<file path="src/rtl/reqrep_pkg.sv">
package reqrep_pkg;
  typedef enum logic [1:0] {
    RT_NONE  = 2'd0,
    RT_QUEUE = 2'd1,
    RT_SPILL = 2'd2,
    RT_NACK  = 2'd3
  } req_route_e;
endpackage

</file>
<file path="src/rtl/reqrep_fifo.sv">
module reqrep_fifo #(
  parameter int W     = 8,
  parameter int DEPTH = 4,
  localparam int AW   = (DEPTH > 1) ? $clog2(DEPTH) : 1,
  localparam int CW   = $clog2(DEPTH + 1)
) (
  input  logic          clk_i,
  input  logic          rst_ni,
  input  logic          push_i,
  input  logic [W-1:0]  wdata_i,
  input  logic          pop_i,
  output logic [W-1:0]  rdata_o,
  output logic [CW-1:0] count_o
);
  logic [W-1:0]  mem_q [DEPTH];
  logic [AW-1:0] wr_ptr_q, rd_ptr_q;
  logic [CW-1:0] count_q;
  logic          do_push, do_pop;

  assign do_pop  = pop_i && (count_q != '0);
  assign do_push = push_i && (count_q != CW'(DEPTH));

  function automatic logic [AW-1:0] wrap_inc(input logic [AW-1:0] p);
    return (p == AW'(DEPTH - 1)) ? '0 : p + AW'(1);
  endfunction

  always_ff @(posedge clk_i) begin
    if (do_push) mem_q[wr_ptr_q] <= wdata_i;
  end

  always_ff @(posedge clk_i or negedge rst_ni) begin
    if (!rst_ni) begin
      wr_ptr_q <= '0;
      rd_ptr_q <= '0;
      count_q  <= '0;
    end else begin
      if (do_push) wr_ptr_q <= wrap_inc(wr_ptr_q);
      if (do_pop)  rd_ptr_q <= wrap_inc(rd_ptr_q);
      count_q <= count_q + CW'(do_push) - CW'(do_pop);
    end
  end

  assign rdata_o = mem_q[rd_ptr_q];
  assign count_o = count_q;
endmodule

</file>
<file path="src/rtl/reqrep_spill_ctrl.sv">
module reqrep_spill_ctrl
  import reqrep_pkg::*;
#(
  parameter int THRESH_W    = 4,
  parameter int LOOP_PERIOD = 4,
  localparam int SW         = $clog2(LOOP_PERIOD + 1)
) (
  input  logic                clk_i,
  input  logic                rst_ni,
  input  logic                spill_mode_i,
  input  logic [THRESH_W-1:0] thresh_i,
  input  logic                net_valid_i,
  input  logic                net_is_req_i,
  input  logic                req_full_i,
  input  logic                spill_empty_i,
  input  logic                spill_full_i,
  input  logic                spill_last_i,
  output req_route_e          route_o,
  output logic                relaunch_o,
  output logic                active_o
);
  logic                active_q;
  logic [THRESH_W-1:0] full_cnt_q;
  logic [SW-1:0]       starve_q;
  logic                eligible, forced, spill_push, full_watch;

  always_comb begin
    route_o = RT_NONE;
    if (net_valid_i && net_is_req_i) begin
      if (active_q) route_o = spill_full_i ? RT_NACK : RT_SPILL;
      else          route_o = req_full_i   ? RT_NACK : RT_QUEUE;
    end
  end

  assign spill_push = (route_o == RT_SPILL);
  assign eligible   = !spill_empty_i && !req_full_i;
  assign forced     = (starve_q == SW'(LOOP_PERIOD - 1));
  // loopback yields to any arrival unless it has waited long enough
  assign relaunch_o = eligible && (!net_valid_i || forced);
  assign full_watch = !active_q && spill_mode_i && req_full_i;

  always_ff @(posedge clk_i or negedge rst_ni) begin
    if (!rst_ni) begin
      active_q   <= 1'b0;
      full_cnt_q <= '0;
      starve_q   <= '0;
    end else begin
      if (active_q) begin
        if ((relaunch_o && spill_last_i && !spill_push) ||
            (!spill_mode_i && spill_empty_i && !spill_push))
          active_q <= 1'b0;
      end else if (full_watch && full_cnt_q == thresh_i) begin
        active_q <= 1'b1;
      end

      if (full_watch && full_cnt_q != thresh_i) full_cnt_q <= full_cnt_q + 1'b1;
      else                                      full_cnt_q <= '0;

      if (relaunch_o)                  starve_q <= '0;
      else if (eligible && net_valid_i) starve_q <= starve_q + 1'b1;
      else                             starve_q <= '0;
    end
  end

  assign active_o = active_q;
endmodule

</file>
<file path="src/rtl/reqrep_inq.sv">
module reqrep_inq
  import reqrep_pkg::*;
#(
  parameter int DATA_W      = 8,
  parameter int K_OUT       = 2,
  parameter int NODES       = 3,
  parameter int SPILL_DEPTH = 8,
  parameter int LOOP_PERIOD = 4,
  parameter int THRESH_W    = 4,
  localparam int REQ_DEPTH  = K_OUT * (NODES - 1),
  localparam int RSP_DEPTH  = K_OUT,
  localparam int REQ_CW     = $clog2(REQ_DEPTH + 1),
  localparam int RSP_CW     = $clog2(RSP_DEPTH + 1),
  localparam int SP_CW      = $clog2(SPILL_DEPTH + 1)
) (
  input  logic                clk_i,
  input  logic                rst_ni,
  input  logic                spill_mode_i,
  input  logic [THRESH_W-1:0] spill_thresh_i,
  input  logic                net_valid_i,
  input  logic                net_is_req_i,
  input  logic [DATA_W-1:0]   net_data_i,
  output logic                nack_o,
  output logic                req_valid_o,
  output logic [DATA_W-1:0]   req_data_o,
  input  logic                req_pop_i,
  output logic                rsp_valid_o,
  output logic [DATA_W-1:0]   rsp_data_o,
  input  logic                rsp_pop_i,
  output logic [REQ_CW-1:0]   req_count_o,
  output logic [RSP_CW-1:0]   rsp_count_o,
  output logic [SP_CW-1:0]    spill_count_o,
  output logic                spill_active_o
);
  logic [REQ_CW-1:0] req_cnt;
  logic [RSP_CW-1:0] rsp_cnt;
  logic [SP_CW-1:0]  sp_cnt;
  logic [DATA_W-1:0] sp_head, req_wdata;
  logic              req_push, rsp_push, relaunch;
  req_route_e        route;

  reqrep_spill_ctrl #(
    .THRESH_W   (THRESH_W),
    .LOOP_PERIOD(LOOP_PERIOD)
  ) u_ctrl (
    .clk_i        (clk_i),
    .rst_ni       (rst_ni),
    .spill_mode_i (spill_mode_i),
    .thresh_i     (spill_thresh_i),
    .net_valid_i  (net_valid_i),
    .net_is_req_i (net_is_req_i),
    .req_full_i   (req_cnt == REQ_CW'(REQ_DEPTH)),
    .spill_empty_i(sp_cnt == '0),
    .spill_full_i (sp_cnt == SP_CW'(SPILL_DEPTH)),
    .spill_last_i (sp_cnt == SP_CW'(1)),
    .route_o      (route),
    .relaunch_o   (relaunch),
    .active_o     (spill_active_o)
  );

  // direct write and loopback never coincide: loopback needs a non-empty spill store
  assign req_push  = (route == RT_QUEUE) || relaunch;
  assign req_wdata = relaunch ? sp_head : net_data_i;
  assign rsp_push  = net_valid_i && !net_is_req_i;

  reqrep_fifo #(.W(DATA_W), .DEPTH(REQ_DEPTH)) u_req_q (
    .clk_i  (clk_i),
    .rst_ni (rst_ni),
    .push_i (req_push),
    .wdata_i(req_wdata),
    .pop_i  (req_pop_i),
    .rdata_o(req_data_o),
    .count_o(req_cnt)
  );

  reqrep_fifo #(.W(DATA_W), .DEPTH(RSP_DEPTH)) u_rsp_q (
    .clk_i  (clk_i),
    .rst_ni (rst_ni),
    .push_i (rsp_push),
    .wdata_i(net_data_i),
    .pop_i  (rsp_pop_i),
    .rdata_o(rsp_data_o),
    .count_o(rsp_cnt)
  );

  reqrep_fifo #(.W(DATA_W), .DEPTH(SPILL_DEPTH)) u_spill_q (
    .clk_i  (clk_i),
    .rst_ni (rst_ni),
    .push_i (route == RT_SPILL),
    .wdata_i(net_data_i),
    .pop_i  (relaunch),
    .rdata_o(sp_head),
    .count_o(sp_cnt)
  );

  assign nack_o        = (route == RT_NACK);
  assign req_valid_o   = (req_cnt != '0);
  assign rsp_valid_o   = (rsp_cnt != '0);
  assign req_count_o   = req_cnt;
  assign rsp_count_o   = rsp_cnt;
  assign spill_count_o = sp_cnt;
endmodule

</file>
<file path="config.mk">
export PLATFORM = sky130hd
export DESIGN_NAME = reqrep_inq
export DESIGN_NICKNAME = d
export VERILOG_FILES = /design/src/rtl/reqrep_pkg.sv /design/src/rtl/reqrep_fifo.sv /design/src/rtl/reqrep_spill_ctrl.sv /design/src/rtl/reqrep_inq.sv
export SDC_FILE = /design/constraint.sdc
export NUM_CORES = 1
export LEC_CHECK = 0
export ABC_CLOCK_PERIOD_IN_PS = 2600
export CAP_MARGIN = 5
export CELL_PAD_IN_SITES_DETAIL_PLACEMENT = 2
export CELL_PAD_IN_SITES_GLOBAL_PLACEMENT = 2
export CORE_ASPECT_RATIO = 0.6
export CORE_MARGIN = 2
export CORE_UTILIZATION = 43
export DETAILED_ROUTE_END_ITERATION = 8
export GPL_ROUTABILITY_DRIVEN = 0
export PLACE_DENSITY = 0.75
export SYNTH_ARGS = -nofsm -noshare
export SYNTH_HDL_FRONTEND = slang
export SYNTH_SLANG_ARGS = --single-unit
</file>
<file path="constraint.sdc">
create_clock -name clk_i -period 2.6 [get_ports clk_i]
set_input_delay 0.78 -clock clk_i [delete_from_list [all_inputs] [get_ports clk_i]]
set_output_delay 0.78 -clock clk_i [all_outputs]
set_load 0.02 [all_outputs]
</file>
# Yosys cells after proc, flatten, opt, wreduce, memory -nomap -nowiden
# Memories as Yosys holds them, arrays and structs flattened.
# Cells that the tools add are included.
# totals
register_bits,29
ramBits,112
input_bits,19
output_inout_bits,29
mem_count,3
# memory_table
memory,depth,word_bits,rd,rd_clocked_by_memory_dff,wr,line,text
u_spill_q.mem_q,8,8,1,0,1,reqrep_fifo.sv:15,logic [W-1:0] mem_q [DEPTH];
u_req_q.mem_q,4,8,1,0,1,reqrep_fifo.sv:15,
u_rsp_q.mem_q,2,8,1,0,1,reqrep_fifo.sv:15,
# classes
n_addsub,14
eq_ne,16
mux,23
reduce_logical,33
# op_table
op,count
1-bit logical AND,19
1-bit 2-to-1 mux,12
3-bit 2-to-1 mux,4
2-bit 2-to-1 mux,5
"3-bit by 1-bit adder with 3-bit output, second input constant",3
"3-bit == test, second input constant",3
"2-bit == test, second input constant",4
8-bit 2-to-1 mux,1
1-bit zero test,7
"2-bit by 1-bit adder with 2-bit output, second input constant",2
4-bit by 1-bit adder with 4-bit output,1
"4-bit by 1-bit adder with 4-bit output, second input constant",1
"4-bit by 1-bit == test with 1-bit output, second input constant",1
4-bit == test,1
"4-bit == test, second input constant",1
4-bit zero test,1
4-bit 2-to-1 mux,1
4-bit != test,1
"4-bit != test, second input constant",1
4-bit nonzero test,1
4-bit by 1-bit subtractor with 4-bit output,1
3-bit by 1-bit adder with 3-bit output,1
"3-bit by 2-bit == test with 1-bit output, second input constant",1
1-bit logical OR,3
other kinds (9),10

# Longest topological paths before layout
# Gate-level depths: netlist of run 1.
# depth
word_depth,10
depth_mapped,11
ltp_nobuf,10

# By module
# A second synthesis of run 1 with hierarchy kept.
# hier_totals
cells_unflattened,339
hier_area_um2,6144.6
# modules_own_cells
module,instances,cells_each,area_per_inst_um2,seq_area_each_um2
reqrep_fifo (u_spill_q),1,149,3095.5,2172.1
reqrep_fifo (u_req_q),1,79,1617.8,1136.1
reqrep_fifo (u_rsp_q),1,46,787.0,580.6
reqrep_spill_ctrl,1,45,440.4,200.2
reqrep_inq,1,20,203.9,0.0

# Worst setup path before layout of run 1
# OpenSTA, ideal clock, no wires.
# synth_timing
path_kind,in2reg
startpoint,in net_valid_i
endpoint,"reg u_spill_q.count_q[2], in the netlist u_spill_q.count_o[2]"
setup_ps,123
arrival_ps,2381
required_time_ps,2477
path_slack_ps,97
stages,9
n_path_buf,1
cell_sequence,nor2b_1 -> nor3_2 -> buf_2 -> ha_1 -> inv_1 -> ha_1 -> inv_1 -> fa_1 -> xnor2_1
# synth_via
elab_cells_between_ends,10
cone_classes,2 x add/sub; 1 x eq/ne; 1 x mux; 6 x reduce/logical
# synth_rtl
item,line,text
"start, declared",reqrep_inq.sv:20,"input logic net_valid_i,"
1-bit zero test,reqrep_spill_ctrl.sv:39,assign relaunch_o = eligible && (!net_valid_i || forced);
1-bit logical OR,reqrep_spill_ctrl.sv:39,
1-bit logical AND,reqrep_spill_ctrl.sv:39,
1-bit logical AND,reqrep_fifo.sv:20,assign do_pop = pop_i && (count_q != '0);
via u_spill_q.do_pop,reqrep_fifo.sv:18,"logic do_push, do_pop;"
4-bit by 1-bit subtractor with 4-bit output,reqrep_fifo.sv:39,count_q <= count_q + CW'(do_push) - CW'(do_pop);
"end signal, assigned",reqrep_fifo.sv:39,
"end, declared",reqrep_fifo.sv:17,logic [CW-1:0] count_q;
# The timed path passes the listed nets, and every way through them passes these cells.
# A chain may end at the register's enable or synchronous reset.

# Final worst setup path of run 1
# layout_timing
startpoint,reg u_req_q.rd_ptr_q[0]
endpoint,out req_data_o[7]
# layout_via
elab_chain_len,1
# layout_rtl
item,line,text
"start, declared",reqrep_fifo.sv:16,"logic [AW-1:0] wr_ptr_q, rd_ptr_q;"
"start signal, assigned",reqrep_fifo.sv:38,if (do_pop) rd_ptr_q <= wrap_inc(rd_ptr_q);
memory read 4 x 8 bit,n/a,
"end, declared",reqrep_inq.sv:25,"output logic [DATA_W-1:0] req_data_o,"
# Every way passes these cells.

==> run metrics, run 1 <==
io pins=48; largest net degree at the start of global routing=30; worst setup margin=59.40 ps; Seq cells post-synth=141; Port Buf Inserts=47; crit path cell chain=buf_12 -> mux4_2 -> clkdlybuf4s15_2; P_leak=2.859 nW; outcome=complete, no violations; CTS Buf Count=17; first-pass GRT wire length=24890 um; setup TNS=0 ps; worst setup path start=u_req_q.rd_ptr_q[0]$_DFFE_PN0P_; # rows=33; Die Ht=95.01 um; Slew Viols, Final=0; most frequent cells in the layout=112 x edfxtp_1, 35 x buf_4, 28 x clkdlybuf4s50_1; Tcrit/Tclk final=0.9772; Post-synth ARST share=0.2057; VDD IR max=0.0005891 V; Syn-to-layout area delta=26.01%; capturing element type of the critical path=output pin; Power Dens Cells=1200 mW/mm^2; Root Driver=clkbuf_16; Hold Slack=495.8 ps; Clock transition at path regs=60 ps; Post-synth EDFFs=112; core area=0.01358 mm^2; DRT antenna net count=0; CP max-delay cell=mux4_2; Slew HR=0.4757; initial antenna violation count=0; ant diodes=0; placed cell areas=0.006914 mm^2; max_cap viols=0; Seq/Total Area, Yosys=0.6889; DR iter-0 viols=203; # setup viols final=0; Req. time, crit path=1820 ps; Worst Tran Pin Value=786.4 ps; Worst Path Max Fanout=7; hold buffers post-CTS=0; H-tree depth=4; syn_area_per_cell=17.11 um^2; Max clock buf depth=2; share of layout cells above drive strength 1=0.2522; Setup Fix Bufs, Post-CTS=0; critical path endpoint=req_data_o[7]; starting density of the core=0.4370; Residual DRC=0; pre-CTS setup slack=-462.4 ps; most common cell after layout, fill and taps aside=edfxtp_1; Core Util, Final=0.5506; Final Cell Area=0.007480 mm^2; clk sinks=141; Post-Syn Instances=347; Fillers=1201; GRT overflow=0; CTS tree=built; Worst R2R Start=u_req_q.count_o[0]$_DFF_PN0_; Post-DP HPWL=11020 um; worst min-delay path category=reg -> reg; Most used DFF post-synth=edfxtp_1; DR pass1 iterations=4; nets@finish=486; vias in the first global route=3962; Worst EP arrival=1760 ps; Syn Std Cell Area=0.005936 mm^2; Yosys cell types=39; end of the worst register-to-register path=u_req_q.count_o[2]$_DFF_PN0_; DIE WIDTH=155.7 um; minimum clock period=2541 ps; Hold Vio Cnt, Final=0; Syn Nets=390; Worst setup SP type=flip-flop; vias per cell=5.437; register-to-register setup slack=120 ps; GRT Total Usage=0.2436; RSZ-0062 raised after global routing=no; Max stage delay on crit path=500 ps; Crit Path Class=reg -> out; Die Footprint=0.01479 mm^2; Worst R2R Path Depth=10; vias=3431; Final Skew=11.44 ps; Routed wire per std cell=26.14 um; Synth Warn #=0; Hold Startpoint=u_ctrl.starve_q[0]$_DFF_PN0_; Fmax=393.6 MHz; WL final=16490 um; worst skew pair latency=420 ps
metal layers:
layer / GRT usage / vias to the layer above / share of wire
met3: 0.04911 / 31 / 0.030
met5: 0 / - / 0
li1: - / 1506 / -
met1: 0.3106 / 1822 / 0.44
met2: 0.4167 / 72 / 0.50
met4: 0.09557 / 0 / 0.023
synth_stat cells (2+ instances only):
cell        n  share of area
mux4_1      8          0.035
and2_1      3         0.0032
nand2b_1    5         0.0053
mux4_2     16          0.061
nor3b_1     2         0.0025
xnor2_1    11          0.016
clkbuf_1    2         0.0013
o21ai_0     6         0.0051
xor2_1      3         0.0044
buf_2       4         0.0034
nand2_1    11         0.0070
mux2_2     11          0.021
fa_1        2         0.0067
mux2i_1     8          0.013
ha_1       22          0.046
edfxtp_1  112           0.57
buf_6       2         0.0038
nand3b_1    3         0.0038
a21oi_1     9         0.0076
nor2_1     27          0.017
inv_1      23          0.015
a21o_1      3         0.0038
nand3_1     5         0.0042
nor3_1      3         0.0025
dfrtp_1    29           0.12
and3_1      4         0.0042
cell families (layout without fill, tap and decap cells):
group,count (synthesis),after routing,synth area share
buf+inv,34,143,0.02825
flops,141,141,0.6889
mux,43,43,0.1305
simple gates,70,70,0.05860
fa+ha+maj,24,24,0.05312
compound gates,21,21,0.02003
xor+xnor,14,14,0.02066
how the worst min path moves through the flow:
stage                     cells after the start                           end  slack, ps
after floorplan                               1  u_ctrl.starve_q[0]$_DFF_PN0_        410
after global placement                        1  u_ctrl.starve_q[0]$_DFF_PN0_        420
after detailed placement                      1  u_ctrl.starve_q[0]$_DFF_PN0_        490
after CTS                                     1  u_ctrl.starve_q[0]$_DFF_PN0_        480
after global routing                          1  u_ctrl.starve_q[0]$_DFF_PN0_        510
final                                         1  u_ctrl.starve_q[0]$_DFF_PN0_        500
layout make-up:
type | instances | area, um^2 | area share
repair buffers | 88 | 818.3 | 0.1094
inverters | 23 | 86.33 | 0.01154
clock buffers | 17 | 425.4 | 0.05688
clock inverters | 15 | 135.1 | 0.01807
well taps | 175 | 219.0 | 0.02927
flip-flops and latches | 141 | 4091 | 0.5470
multi-input cells | 172 | 1704 | 0.2278
metrics by stage:
step	total power, mW	instances
floorplan	5.146	347
global placement	6.339	599
detailed placement	6.658	599
CTS	9.036	631
global route	9.399	631
finish	8.976	631
repair_timing:
action                                  4_1_cts  5_1_grt
resized for setup                            43        6
endpoints found under the setup margin       19        7
cloned                                        0        0
power by group:
group / internal (mW) / switching [mW]
sequential: 2.97 / 0.407
clock: 1.33 / 1.04
combinational: 1.54 / 1.68
state kept, by name, indices dropped and copies added, names as in the netlist:
register and count:
u_rsp_q.mem_q 16, u_ctrl.active_o 1, u_req_q.wr_ptr_q 2, u_ctrl.full_cnt_q 4, u_ctrl.starve_q 3, u_req_q.count_o 3
u_rsp_q.rd_ptr_q 1, u_req_q.mem_q 32, u_rsp_q.wr_ptr_q 1, u_spill_q.count_o 4, u_spill_q.mem_q 64, u_req_q.rd_ptr_q 2
u_rsp_q.count_o 2, u_spill_q.rd_ptr_q 3, u_spill_q.wr_ptr_q 3
critical path: cells and delay by family, from the launching register on:
kind | cells | cell delay [ps]
buffers and inverters | 2 | 420
flip-flops | 1 | 420
multiplexers | 1 | 500
(Power assumes the default switching activity.)
==> run 2: changes to the inputs <==
REMOVE_ABC_BUFFERS = 1   (was default)
==> run metrics, run 2 (synthesis gave the netlist of run 1 again) <==
outcome=complete, no violations; nets@finish=486; Root Driver=clkbuf_16; Final Skew=11.46 ps; most frequent cells in the layout=112 x edfxtp_1, 36 x buf_4, 28 x clkdlybuf4s50_1, 28 x dfrtp_1, 27 x nor2_1; worst skew pair latency=430 ps; Die Ht=95.01 um; placed cell areas=0.006892 mm^2; Hold Slack=495.2 ps; Port Buf Inserts=47; Worst Path Max Fanout=8; vias=3360; first-pass GRT wire length=23690 um; Power Dens Cells=1203 mW/mm^2; share of layout cells above drive strength 1=0.2390; DR iter-0 viols=139; H-tree depth=4; Fmax=392.8 MHz; pre-CTS setup slack=-438.5 ps; clk sinks=141; Clock transition at path regs=60 ps; Hold Path Depth=1; Worst setup SP type=flip-flop; end of the worst register-to-register path=u_req_q.count_o[2]$_DFF_PN0_; RSZ-0062 raised after global routing=yes; worst min-delay path category=reg -> reg; capturing element type of the critical path=output pin; GRT Total Usage=0.2272; max_cap viols=0; core area=0.01358 mm^2; worst setup margin=54.03 ps; VDD IR max=0.0005020 V; max reg flops=64; Max clock buf depth=2; Final Cell Area=0.007486 mm^2; Hold Vio Cnt, Final=0; Worst EP arrival=1770 ps; vias per cell=5.325; Slew Viols, Final=0; DIE WIDTH=155.7 um; minimum clock period=2546 ps; P_leak=2.856 nW; # rows=33; Die Footprint=0.01479 mm^2; vias in the first global route=3912; Syn-to-layout area delta=26.12%; Post-DP HPWL=10130 um; Worst R2R Start=u_req_q.count_o[0]$_DFF_PN0_; initial antenna violation count=0; GRT overflow=0; largest net degree at the start of global routing=30; CTS Buf Count=17; io pins=48; Req. time, crit path=1820 ps; CTS tree=built; Crit Path Class=reg -> out; WL final=15440 um; Routed wire per std cell=24.47 um; Hold Startpoint=u_ctrl.starve_q[0]$_DFF_PN0_; # setup viols final=0; Worst R2R Path Depth=10; worst hold endpoint=u_ctrl.starve_q[0]$_DFF_PN0_; register-to-register setup slack=210 ps; Worst Tran Pin Value=711.5 ps; DR pass1 iterations=4; ant diodes=0; Slew HR=0.5257; DRT antenna net count=0; Residual DRC=0; largest registers in the final layout=u_spill_q.mem_q: 64 flops, u_req_q.mem_q: 32 flops, u_rsp_q.mem_q: 16 flops; starting density of the core=0.4370; setup TNS=0 ps; Top reg by flops=u_spill_q.mem_q; Tcrit/Tclk final=0.9792; most common cell after layout, fill and taps aside=edfxtp_1
-- run 2: through the flow --
step / std cells / total power, mW / util
finish: 631 / 9.004 / 0.5511
global placement: 596 / 6.306 / 0.5073
detailed placement: 596 / 6.602 / 0.5073
floorplan: 336 / 5.030 / -
global route: 631 / 9.450 / 0.5511
CTS: 630 / 9.104 / 0.5511
-- run 2: power breakdown --
group	switching, mW	internal [mW]
sequential	0.346	2.97
clock	1.01	1.43
combinational	1.70	1.55
total	3.06	5.95
-- run 2: worst max path at each step --
stage                                      to                       startpoint  slack [ps]
6_report                        req_data_o[0]  u_req_q.rd_ptr_q[0]$_DFFE_PN0P_          50
4_1_cts                                nack_o     u_req_q.count_o[0]$_DFF_PN0_         -10
2_1_floorplan  u_spill_q.count_o[2]$_DFF_PN0_                      net_valid_i        -280
3_5_place_dp     u_req_q.count_o[2]$_DFF_PN0_                      net_valid_i        -440
5_1_grt                                nack_o     u_req_q.count_o[0]$_DFF_PN0_         -20
3_3_place_gp                           nack_o                      net_valid_i        -320
-- run 2: what timing repair did --
| item | 4_1_cts | 5_1_grt |
|---|---|---|
| hold buffers | 0 | 0 |
| gates resized for setup | 27 | 11 |
| setup endpoints to repair | 20 | 12 |
| hold endpoints to repair | 0 | 0 |
| setup buffers | 2 | 1 |
| pin swaps | 1 | 0 |
-- run 2: worst max-delay path, cell delays in order (launching register included) --
cell,delay [ps]
dfrtp_1,390
buf_12,150
mux4_2,500
clkdlybuf4s15_1,300
-- run 2: final cells by class --
| class | count | area (um^2) |
|---|---|---|
| Clock buffer | 18 | 429.2 |
| Clock inverter | 14 | 158.9 |
| Fill cell | 1174 | 6098 |
| Inverter | 23 | 86.33 |
| Multi-Input combinational cell | 172 | 1689 |
| Sequential cell | 141 | 4090 |
| Tap cell | 175 | 219.0 |
| Timing Repair Buffer | 88 | 813.3 |
-- run 2: per-layer routing --
layer  vias to the layer above  wire length [um]  share of wire  global-route usage
met5                         -                 0              0                   0
met4                         0               337          0.022             0.09098
met3                        26               530          0.034             0.05002
met2                        77              7767           0.50              0.4027
met1                      1753              6805           0.44              0.2744
li1                       1504                 -              -                   -
